**config.mk**
```make
export PLATFORM = sky130hd
export DESIGN_NAME = lu_logic_unit
export DESIGN_NICKNAME = d
export VERILOG_FILES = /design/src/rtl/lu_pkg.sv /design/src/rtl/lu_operand_prep.sv /design/src/rtl/lu_op_core.sv /design/src/rtl/lu_out_stage.sv /design/src/rtl/lu_logic_unit.sv
export SDC_FILE = /design/constraint.sdc
export NUM_CORES = 1
export LEC_CHECK = 0
export BUFFER_PORTS_ARGS = -buffer_cell sky130_fd_sc_hd__buf_2
export CAP_MARGIN = 5
export CELL_PAD_IN_SITES_DETAIL_PLACEMENT = 2
export CELL_PAD_IN_SITES_GLOBAL_PLACEMENT = 2
export CORE_MARGIN = 4
export CORE_UTILIZATION = 29
export CTS_CLUSTER_DIAMETER = 40
export DETAILED_ROUTE_END_ITERATION = 16
export GPL_ROUTABILITY_DRIVEN = 0
export GPL_TIMING_DRIVEN = 0
export PLACE_DENSITY = 0.81
export SLEW_MARGIN = 20
export SYNTH_ARGS = -nofsm -noshare
export SYNTH_HDL_FRONTEND = slang
export SYNTH_SLANG_ARGS = --single-unit
```
**constraint.sdc**
```tcl
create_clock -name clk -period 2.5 [get_ports clk]
set_input_delay 0.5 -clock clk [delete_from_list [all_inputs] [get_ports clk]]
set_output_delay 0.5 -clock clk [all_outputs]
set_load 0.01 [all_outputs]
```
**src/rtl/lu_pkg.sv**
```systemverilog
package lu_pkg;

  typedef enum logic [1:0] {
    LU_AND  = 2'b00,
    LU_XOR  = 2'b01,
    LU_OR   = 2'b10,
    LU_PASS = 2'b11
  } lu_op_e;

endpackage

```
**src/rtl/lu_operand_prep.sv**
```systemverilog
module lu_operand_prep #(
  parameter int W = 32
) (
  input  logic [W-1:0] src_a,
  input  logic [W-1:0] src_b,
  input  logic [W-1:0] src_imm,
  input  logic         use_imm,
  input  logic         inv_a,
  input  logic         inv_b,
  output logic [W-1:0] opnd_a,
  output logic [W-1:0] opnd_b
);

  // Broadcast the single complement control across the word.
  logic [W-1:0] mask_a;
  logic [W-1:0] mask_b;

  assign mask_a = {W{inv_a}};
  // The immediate form has no second-operand complement.
  assign mask_b = {W{inv_b & ~use_imm}};

  always_comb begin
    opnd_a = src_a ^ mask_a;
    opnd_b = (use_imm ? src_imm : src_b) ^ mask_b;
  end

endmodule

```
**src/rtl/lu_op_core.sv**
```systemverilog
module lu_op_core
  import lu_pkg::*;
#(
  parameter int W = 32
) (
  input  lu_op_e       sel,
  input  logic [W-1:0] x,
  input  logic [W-1:0] y,
  output logic [W-1:0] z
);

  // One four-input mux per bit lane.
  for (genvar i = 0; i < W; i++) begin : g_lane
    always_comb begin
      unique case (sel)
        LU_AND:  z[i] = x[i] & y[i];
        LU_XOR:  z[i] = x[i] ^ y[i];
        LU_OR:   z[i] = x[i] | y[i];
        default: z[i] = y[i];
      endcase
    end
  end

endmodule

```
**src/rtl/lu_out_stage.sv**
```systemverilog
module lu_out_stage #(
  parameter int W     = 32,
  parameter int TAG_W = 6
) (
  input  logic             clk,
  input  logic             rst,
  input  logic             in_valid,
  output logic             in_ready,
  input  logic [W-1:0]     in_data,
  input  logic [TAG_W-1:0] in_tag,
  output logic             out_valid,
  input  logic             out_ready,
  output logic [W-1:0]     out_data,
  output logic [TAG_W-1:0] out_tag
);

  logic take;

  assign in_ready = ~out_valid | out_ready;
  assign take     = in_valid & in_ready;

  always_ff @(posedge clk) begin
    if (rst) begin
      out_valid <= 1'b0;
      out_data  <= '0;
      out_tag   <= '0;
    end else begin
      if (take) begin
        out_valid <= 1'b1;
        out_data  <= in_data;
        out_tag   <= in_tag;
      end else if (out_ready) begin
        out_valid <= 1'b0;
      end
    end
  end

endmodule

```
**src/rtl/lu_logic_unit.sv**
```systemverilog
module lu_logic_unit
  import lu_pkg::*;
#(
  parameter int W     = 32,
  parameter int TAG_W = 6
) (
  input  logic             clk,
  input  logic             rst,
  input  logic             op_valid,
  output logic             op_ready,
  input  logic [W-1:0]     op_a,
  input  logic [W-1:0]     op_b,
  input  logic [W-1:0]     op_imm,
  input  logic             op_use_imm,
  input  logic [1:0]       op_sel,
  input  logic             op_inv_a,
  input  logic             op_inv_b,
  input  logic [TAG_W-1:0] op_dst,
  output logic             res_valid,
  input  logic             res_ready,
  output logic [W-1:0]     res_data,
  output logic [TAG_W-1:0] res_tag
);

  logic [W-1:0] pa;
  logic [W-1:0] pb;
  logic [W-1:0] fn_out;

  lu_operand_prep #(.W(W)) u_prep (
    .src_a   (op_a),
    .src_b   (op_b),
    .src_imm (op_imm),
    .use_imm (op_use_imm),
    .inv_a   (op_inv_a),
    .inv_b   (op_inv_b),
    .opnd_a  (pa),
    .opnd_b  (pb)
  );

  lu_op_core #(.W(W)) u_core (
    .sel (lu_op_e'(op_sel)),
    .x   (pa),
    .y   (pb),
    .z   (fn_out)
  );

  lu_out_stage #(.W(W), .TAG_W(TAG_W)) u_out (
    .clk       (clk),
    .rst       (rst),
    .in_valid  (op_valid),
    .in_ready  (op_ready),
    .in_data   (fn_out),
    .in_tag    (op_dst),
    .out_valid (res_valid),
    .out_ready (res_ready),
    .out_data  (res_data),
    .out_tag   (res_tag)
  );

endmodule

```
==> results of run 1 <==
-- power by group through the flow --
stage | combinational (uW) | sequential (uW) | clock (uW)
after floorplan | 614 | 758 | 0
after global placement | 944 | 734 | 0
after detailed placement | 1030 | 740 | 0
after CTS | 1030 | 728 | 669
after global routing | 1140 | 735 | 688
final | 1020 | 727 | 663
-- metal layers --
layer  up-vias  wire (um)  GRT usage (%)
li1       2169          -              -
met1      2292       7350           23.2
met2       149       9640           38.7
met3        19       1000           4.00
met4         0        333           6.00
met5         -          0              0
-- placed cells by master (no fill, tap or decap), types with 3 or more instances in the layout --
cell type,instances
buf_6,4
o31ai_1,10
o21ai_1,20
ha_1,64
o32ai_1,5
dfxtp_1,39
o221a_2,3
xnor2_1,21
nand2b_1,3
o32ai_2,16
o211ai_1,10
nor2_1,45
xor2_1,43
clkbuf_1,15
nand3b_1,10
mux2i_1,33
buf_2,164
buf_4,8
nor2b_1,12
o221a_1,18
a211oi_1,10
inv_1,65
nand2_1,14
a21oi_1,38
nand3_1,10
clkbuf_16,5
-- cell type report --
cell class,instances,area (um2),share of cell area [%]
Multi-Input combinational cell,392,3240,57.0
Sequential cell,39,781,13.7
Timing Repair Buffer,147,736,12.9
Buffer,46,283,4.97
Tap cell,211,264,4.64
Inverter,65,244,4.29
Clock buffer,7,133,2.33
Clock inverter,1,5.00,0.0880
-- worst max-delay path: cells and delay by family --
family	cells	cell delay, ns
compound gates	3	0.60
mux	1	0.17
fa+ha+maj	1	0.36
buf+inv	3	0.86
-- kinds of logic (layout without fill, tap and decap cells) --
kind of cell	after synthesis	in the layout	synth area share (%)
AOI/OAI and AO/OA	132	132	23.5
xor gates and xnor gates	64	64	12.3
adders and majority gates	64	64	17.6
buffers and inverters	111	266	11.6
DFF	39	39	17.2
muxes	33	33	7.26
and+or+nand+nor	99	99	10.5
-- registers in the layout, indices dropped and copies added, names as in the netlist --
register	flops
u_out.out_data	32
u_out.out_tag	6
u_out.out_valid	1
-- worst max-delay path by stage --
| stage | from | to | slack (ns) | cells after the start |
|---|---|---|---|---|
| 2_1_floorplan | op_use_imm | u_out.out_data[5]$_SDFFE_PP0P_ | 0.46 | 9 |
| 5_1_grt | op_use_imm | u_out.out_data[13]$_SDFFE_PP0P_ | 0.03 | 10 |
| 4_1_cts | op_use_imm | u_out.out_data[1]$_SDFFE_PP0P_ | 0.13 | 8 |
| 3_5_place_dp | op_use_imm | u_out.out_data[1]$_SDFFE_PP0P_ | -0.17 | 8 |
| 6_report | op_use_imm | u_out.out_data[1]$_SDFFE_PP0P_ | 0.15 | 8 |
| 3_3_place_gp | op_use_imm | u_out.out_data[18]$_SDFFE_PP0P_ | -0.07 | 10 |
-- through the flow --
step	instance area, um2	cells	util, %	hold slack (ns)
2_1_floorplan	4550	542	-	0.481
3_3_place_gp	5550	900	36.4	0.441
3_5_place_dp	5550	900	36.4	0.457
4_1_cts	5680	908	37.3	0.447
5_1_grt	5680	908	37.3	0.471
6_report	5680	908	37.3	0.447
==> metrics.md, run 1 <==
| Metric | Value |
|---|---|
| Status | completed |
| Max cap viols | 0 |
| Worst-path clk slew | 0.07 ns |
| Worst r2r path cells | 6 |
| Synth top cells by count | 65 x inv_1, 64 x ha_1, 45 x nor2_1, 43 x xor2_1, 39 x dfxtp_1 |
| Area of the mapped netlist | about 4500 um2 |
| DP Worst Slack | -0.169 ns |
| Number of H-tree levels | 2 |
| Total vias in the final route | around 4,600 |
| Core Box Area | approximately 15,000 um2 |
| Ys async rst share | 0% |
| CTS tree | built |
| CP peak stage delay | between 0.5 and 0.6 ns |
| Cts hold-fix bufs | 0 |
| Rel. slew slack | 45.0% |
| DR WL/cell | ~20 um |
| Tmin final | between 2 and 2.5 ns |
| Initial core utilization | 29.8% |
| Largest net degree at the start of global routing | 12 |
| Clock sink total | 39 |
| Via/cell ratio | 5.10 |
| Pwr Total | 2410 uW |
| Layout area overhead | 25.0% |
| Worst flop-to-flop path startpoint | u_out.out_valid$_SDFFE_PP0P_ |
| Share of Yosys cell area claimed by the top area cell type | between 10% and 20% |
| Bufs on Longest Clock Path | 2 |
| Gate Count Post-Synth | between 500 and 600 |
| Yosys top cell by area | ha_1 |
| Diode count | 0 |
| Netlist cell types | 36 |
| Top-count cell post-synth | inv_1 |
| Reg2reg end | u_out.out_data[29]$_SDFFE_PP0P_ |
| #FFs+latches synth | 39 |
| Total negative setup slack | 0 ns |
| Crit-path cells | buf_2, buf_2, clkbuf_1, a21oi_1, ha_1, mux2i_1, o221a_1, o32ai_2 |
| Tot GR Track Use | about a fifth |
| Startpoint Class | input pin |
| CP Class | input pin to register |
| Layout cell share with drive strength beyond 1 | 29.7% |
| Post-synth EDFFs | 0 |
| Seq/Total Area, Yosys | about 17% |
| Post-CTS Resized | 0 |
| Final WS setup | approximately 0.15 ns |
| Minimum setup slack among reg-to-reg paths | between 0.9 and 1 ns |
| Post-DP HPWL | around 14,000 um |
| Data required, critical path | 2.65 ns |
| Endpoint class of the critical path | register |
| WHS Path Cells | 3 |
| # port buffers | 147 |
| Clk_skew | 0.00590 ns |
| Synthesized Nets | a little over 700 |
| Main area contributors after synthesis | ha_1 18%, dfxtp_1 17%, xor2_1 8.3%, mux2i_1 7.3%, o32ai_2 5.7% |
| Pwr dens | 424 nW/um2 |
| Hold Vio Cnt, Final | 0 |
| Width of the chip | ~130 um |
| Clk pwr share | approximately 28% |
| Worst VDD drop | 0.000231 V |
| Leak Pwr | between 0.002 and 0.003 uW |
| Net Switching | 921 uW |
| First-pass GRT wire length | about 29,000 um |
| Postcts setup bufs | 0 |
| Total die area | 17,700 um2 |
| Detailed-route DRC error count | 0 |
| Routed Antenna Nets | 0 |
| Hold Path End | u_out.out_tag[2]$_SDFFE_PP0P_ |
| Worst-skew pair later-pin latency | about 0.29 ns |
| Max FO, Critical Path | 10 |
| Sequential share of power | a little under a third |
| CP max stage cell | clkbuf_1 |
| Total CTS buffers | 5 |
| Sw Ratio | 38.2% |
| Period Utilization, post-route | between 90% and 100% |
| Drt first-iter violations | between 100 and 150 |
| Worst Hold Class | input pin to register |
| DR pass1 iterations | 4 |
| Worst Max-Slew Pin Slew | 0.825 ns |
| Die Y | 133 um |
| Crit-path most repeated cell | buf_2 |
| Core Rows | 45 |
| Syn avg cell area | between 8 and 9 um2 |
| Initial antenna violation count | 0 |
| Yosys warning total | 0 |
| Vias in the first global route | between 5,000 and 6,000 |
| Worst path arrival time | 2.50 ns |
| FMAX | 0.426 GHz |
| Primary FF master, synth | dfxtp_1 |
| Total gr overflow | 0 |
| Pint | around 1500 uW |
| Hold Crit Start | op_dst[2] |
| Final #Nets | between 800 and 900 |
| Fill cells | 1,793 |
| Root Buffer | clkbuf_16 |
| I/O pin total | 151 |
| # setup viols final | 0 |
| RSZ-0062 raised after global routing | false |
| Max-slew violations | 0 |
| Part of the power in combinational logic | between 40% and 50% |
| Drt total wl | about 18,000 um |
Power figures use the tool's default switching activity.
==> run 2: changes to the inputs <==
--- a/config.mk
+++ b/config.mk
@@ -10,12 +10,12 @@
 export CELL_PAD_IN_SITES_DETAIL_PLACEMENT = 2
 export CELL_PAD_IN_SITES_GLOBAL_PLACEMENT = 2
 export CORE_MARGIN = 4
-export CORE_UTILIZATION = 29
+export CORE_UTILIZATION = 32
 export CTS_CLUSTER_DIAMETER = 40
 export DETAILED_ROUTE_END_ITERATION = 16
 export GPL_ROUTABILITY_DRIVEN = 0
 export GPL_TIMING_DRIVEN = 0
-export PLACE_DENSITY = 0.81
+export PLACE_DENSITY = 0.88
 export SLEW_MARGIN = 20
 export SYNTH_ARGS = -nofsm -noshare
 export SYNTH_HDL_FRONTEND = slang
==> constraint.sdc (replaced) <==
create_clock -name clk -period 3 [get_ports clk]
set_input_delay 0.6 -clock clk [delete_from_list [all_inputs] [get_ports clk]]
set_output_delay 0.6 -clock clk [all_outputs]
set_load 0.01 [all_outputs]
==> run 2 against run 1 <==
Net effect: global-route usage grew 1.9 points; critical path type unchanged; via count shrank 0.54%; register-to-register slack gained 0.44 ns; non-clock buffer count is the same; flip-flop and latch count is the same; sequential share of layout area is the same; wire length shrank 0.27%; total power shrank 12%; final cell count shrank 3.3%; clock power is essentially flat.
==> metrics.md, run 2 (synthesis results as in run 1) <==
| Metric | Value |
|---|---|
| Status | completed |
| Tmin final | between 2 and 3 ns |
| Core Box Area | roughly 14,000 um2 |
| Max FFs per register | 32 |
| Worst flop-to-flop path startpoint | u_out.out_valid$_SDFFE_PP0P_ |
| Fill cells | about 1,600 |
| Rel. slew slack | between 40% and 50% |
| WHS Path Cells | 2 |
| Hold Crit Start | u_out.out_tag[2]$_SDFFE_PP0P_ |
| Tot GR Track Use | about 22% |
| Worst Max-Slew Pin Slew | a little over 0.8 ns |
| Crit-path cells | buf_2, buf_2, clkbuf_1, a21oi_1, ha_1, mux2i_1, o221a_2, o32ai_1 |
| Final WS setup | around 0.42 ns |
| Total negative setup slack | 0 ns |
| Worst VDD drop | a little over 0.0002 V |
| Worst-skew pair later-pin latency | roughly 0.29 ns |
| Max-slew violations | 0 |
| Most common cell after layout, fill and taps aside | buf_2 |
| Final #Nets | around 870 |
| Hold Path End | u_out.out_tag[2]$_SDFFE_PP0P_ |
| RSZ-0062 raised after global routing | false |
| Drt first-iter violations | about 150 |
| DP Worst Slack | around 0.16 ns |
| Post-Layout Inst Area | approximately 5700 um2 |
| Detailed-route DRC error count | 0 |
| Total die area | 16,200 um2 |
| Pwr dens | 373 nW/um2 |
| Non-Filler Instances | between 800 and 900 |
| Worst-path clk slew | 0.07 ns |
| Worst Hold Class | register to register |
| Width of the chip | around 130 um |
| Routed Antenna Nets | 0 |
| Post-CTS Resized | 0 |
| Via/cell ratio | approximately 5.2 |
| CTS tree | built |
| Worst r2r path cells | 6 |
| FMAX | 0.387 GHz |
| Worst path arrival time | 2.76 ns |
| Root Buffer | clkbuf_16 |
| CP Class | input pin to register |
| Endpoint class of the critical path | register |
| Initial antenna violation count | 0 |
| Total vias in the final route | around 4,600 |
| Bufs on Longest Clock Path | 2 |
| Vias in the first global route | ~5,300 |
| First-pass GRT wire length | about 29,000 um |
| Placed cell areas | 5510 um2 |
| Most frequent cells in the layout | 164 x buf_2, 65 x inv_1, 64 x ha_1 |
| Crit-path most repeated cell | buf_2 |
| Layout area overhead | 25.0% |
| CP peak stage delay | roughly 0.56 ns |
| Cells after DPL | ~870 |
| DR WL/cell | approximately 21 um |
| Reg with most FFs | u_out.out_data |
| Post-DP HPWL | 14,300 um |
| Cts hold-fix bufs | 0 |
| Largest net degree at the start of global routing | 13 |
| Clk_skew | 0.00505 ns |
| Initial core utilization | about a third |
| Biggest regs | u_out.out_data: 32 flops, u_out.out_tag: 6 flops, u_out.out_valid: 1 flops |
| Minimum setup slack among reg-to-reg paths | about 1.4 ns |
| # port buffers | roughly 150 |
| Postcts setup bufs | 0 |
| Number of H-tree levels | 2 |
| Reg2reg end | u_out.out_data[23]$_SDFFE_PP0P_ |
| CP max stage cell | clkbuf_1 |
| Data required, critical path | about 3.2 ns |
| I/O pin total | ~150 |
| Die Y | between 100 and 150 um |
| Drt total wl | between 15,000 and 20,000 um |
| Layout cell share with drive strength beyond 1 | around 30% |
| Clock sink total | 39 |
| # setup viols final | 0 |
| Leak Pwr | 0.00289 uW |
| Max cap viols | 0 |
| DR pass1 iterations | 4 |
| Total CTS buffers | 5 |
| Period Utilization, post-route | between 80 and 90% |
| Max FO, Critical Path | 10 |
| Hold Vio Cnt, Final | 0 |
| Total gr overflow | 0 |
| Startpoint Class | input pin |
| Core Rows | 43 |
[run 2: how the worst max path moves through the flow]
| stage | from | to | slack (ns) | cells after the start |
|---|---|---|---|---|
| 4_1_cts | op_use_imm | u_out.out_data[21]$_SDFFE_PP0P_ | 0.46 | 10 |
| 5_1_grt | op_use_imm | u_out.out_data[3]$_SDFFE_PP0P_ | 0.34 | 8 |
| 6_report | op_use_imm | u_out.out_data[11]$_SDFFE_PP0P_ | 0.42 | 8 |
| 3_3_place_gp | op_use_imm | u_out.out_data[18]$_SDFFE_PP0P_ | 0.35 | 10 |
| 3_5_place_dp | op_use_imm | u_out.out_data[21]$_SDFFE_PP0P_ | 0.16 | 10 |
| 2_1_floorplan | op_use_imm | u_out.out_data[5]$_SDFFE_PP0P_ | 0.86 | 9 |
[run 2: metrics by stage]
step	util (%)	power (uW)	hold slack, ns
global placement	39.7	1390	0.439
finish	41.0	2120	0.456
detailed placement	39.7	1470	0.449
CTS	40.9	2140	0.458
global route	40.9	2250	0.494
floorplan	-	1140	0.481
[run 2: routing by layer]
metal  global-route usage, %  vias up  wire, um
met5                       0        -         0
met3                    3.89       26      1000
met4                    5.17        0       333
met2                    42.1      149      9340
met1                    26.4     2258      7610
li1                        -     2171         -
[run 2: final cells by class]
cell class              count  area, um2  area share [%]
clock buffers               6        139            2.44
well taps                 180        225            3.96
repair buffers            147        736            12.9
inverters                  65        244            4.29
flip-flops and latches     39        781            13.7
diodes                      1       2.50          0.0440
multi-input cells         392       3240            57.0
clock inverters             2       35.0           0.616
plain buffers              46        283            4.97
[run 2: report_power, final]
part           switching [uW]  total (uW)  internal, uW
clock                     245         660           415
combinational             491         854           363
sequential               38.3         606           568
[run 2: worst max-delay path, delay by kind of cell]
kind,cells,cell delay [ns]
AOI/OAI and AO/OA,3,0.79
adders and majority gates,1,0.38
buffers and inverters,3,0.92
muxes,1,0.08
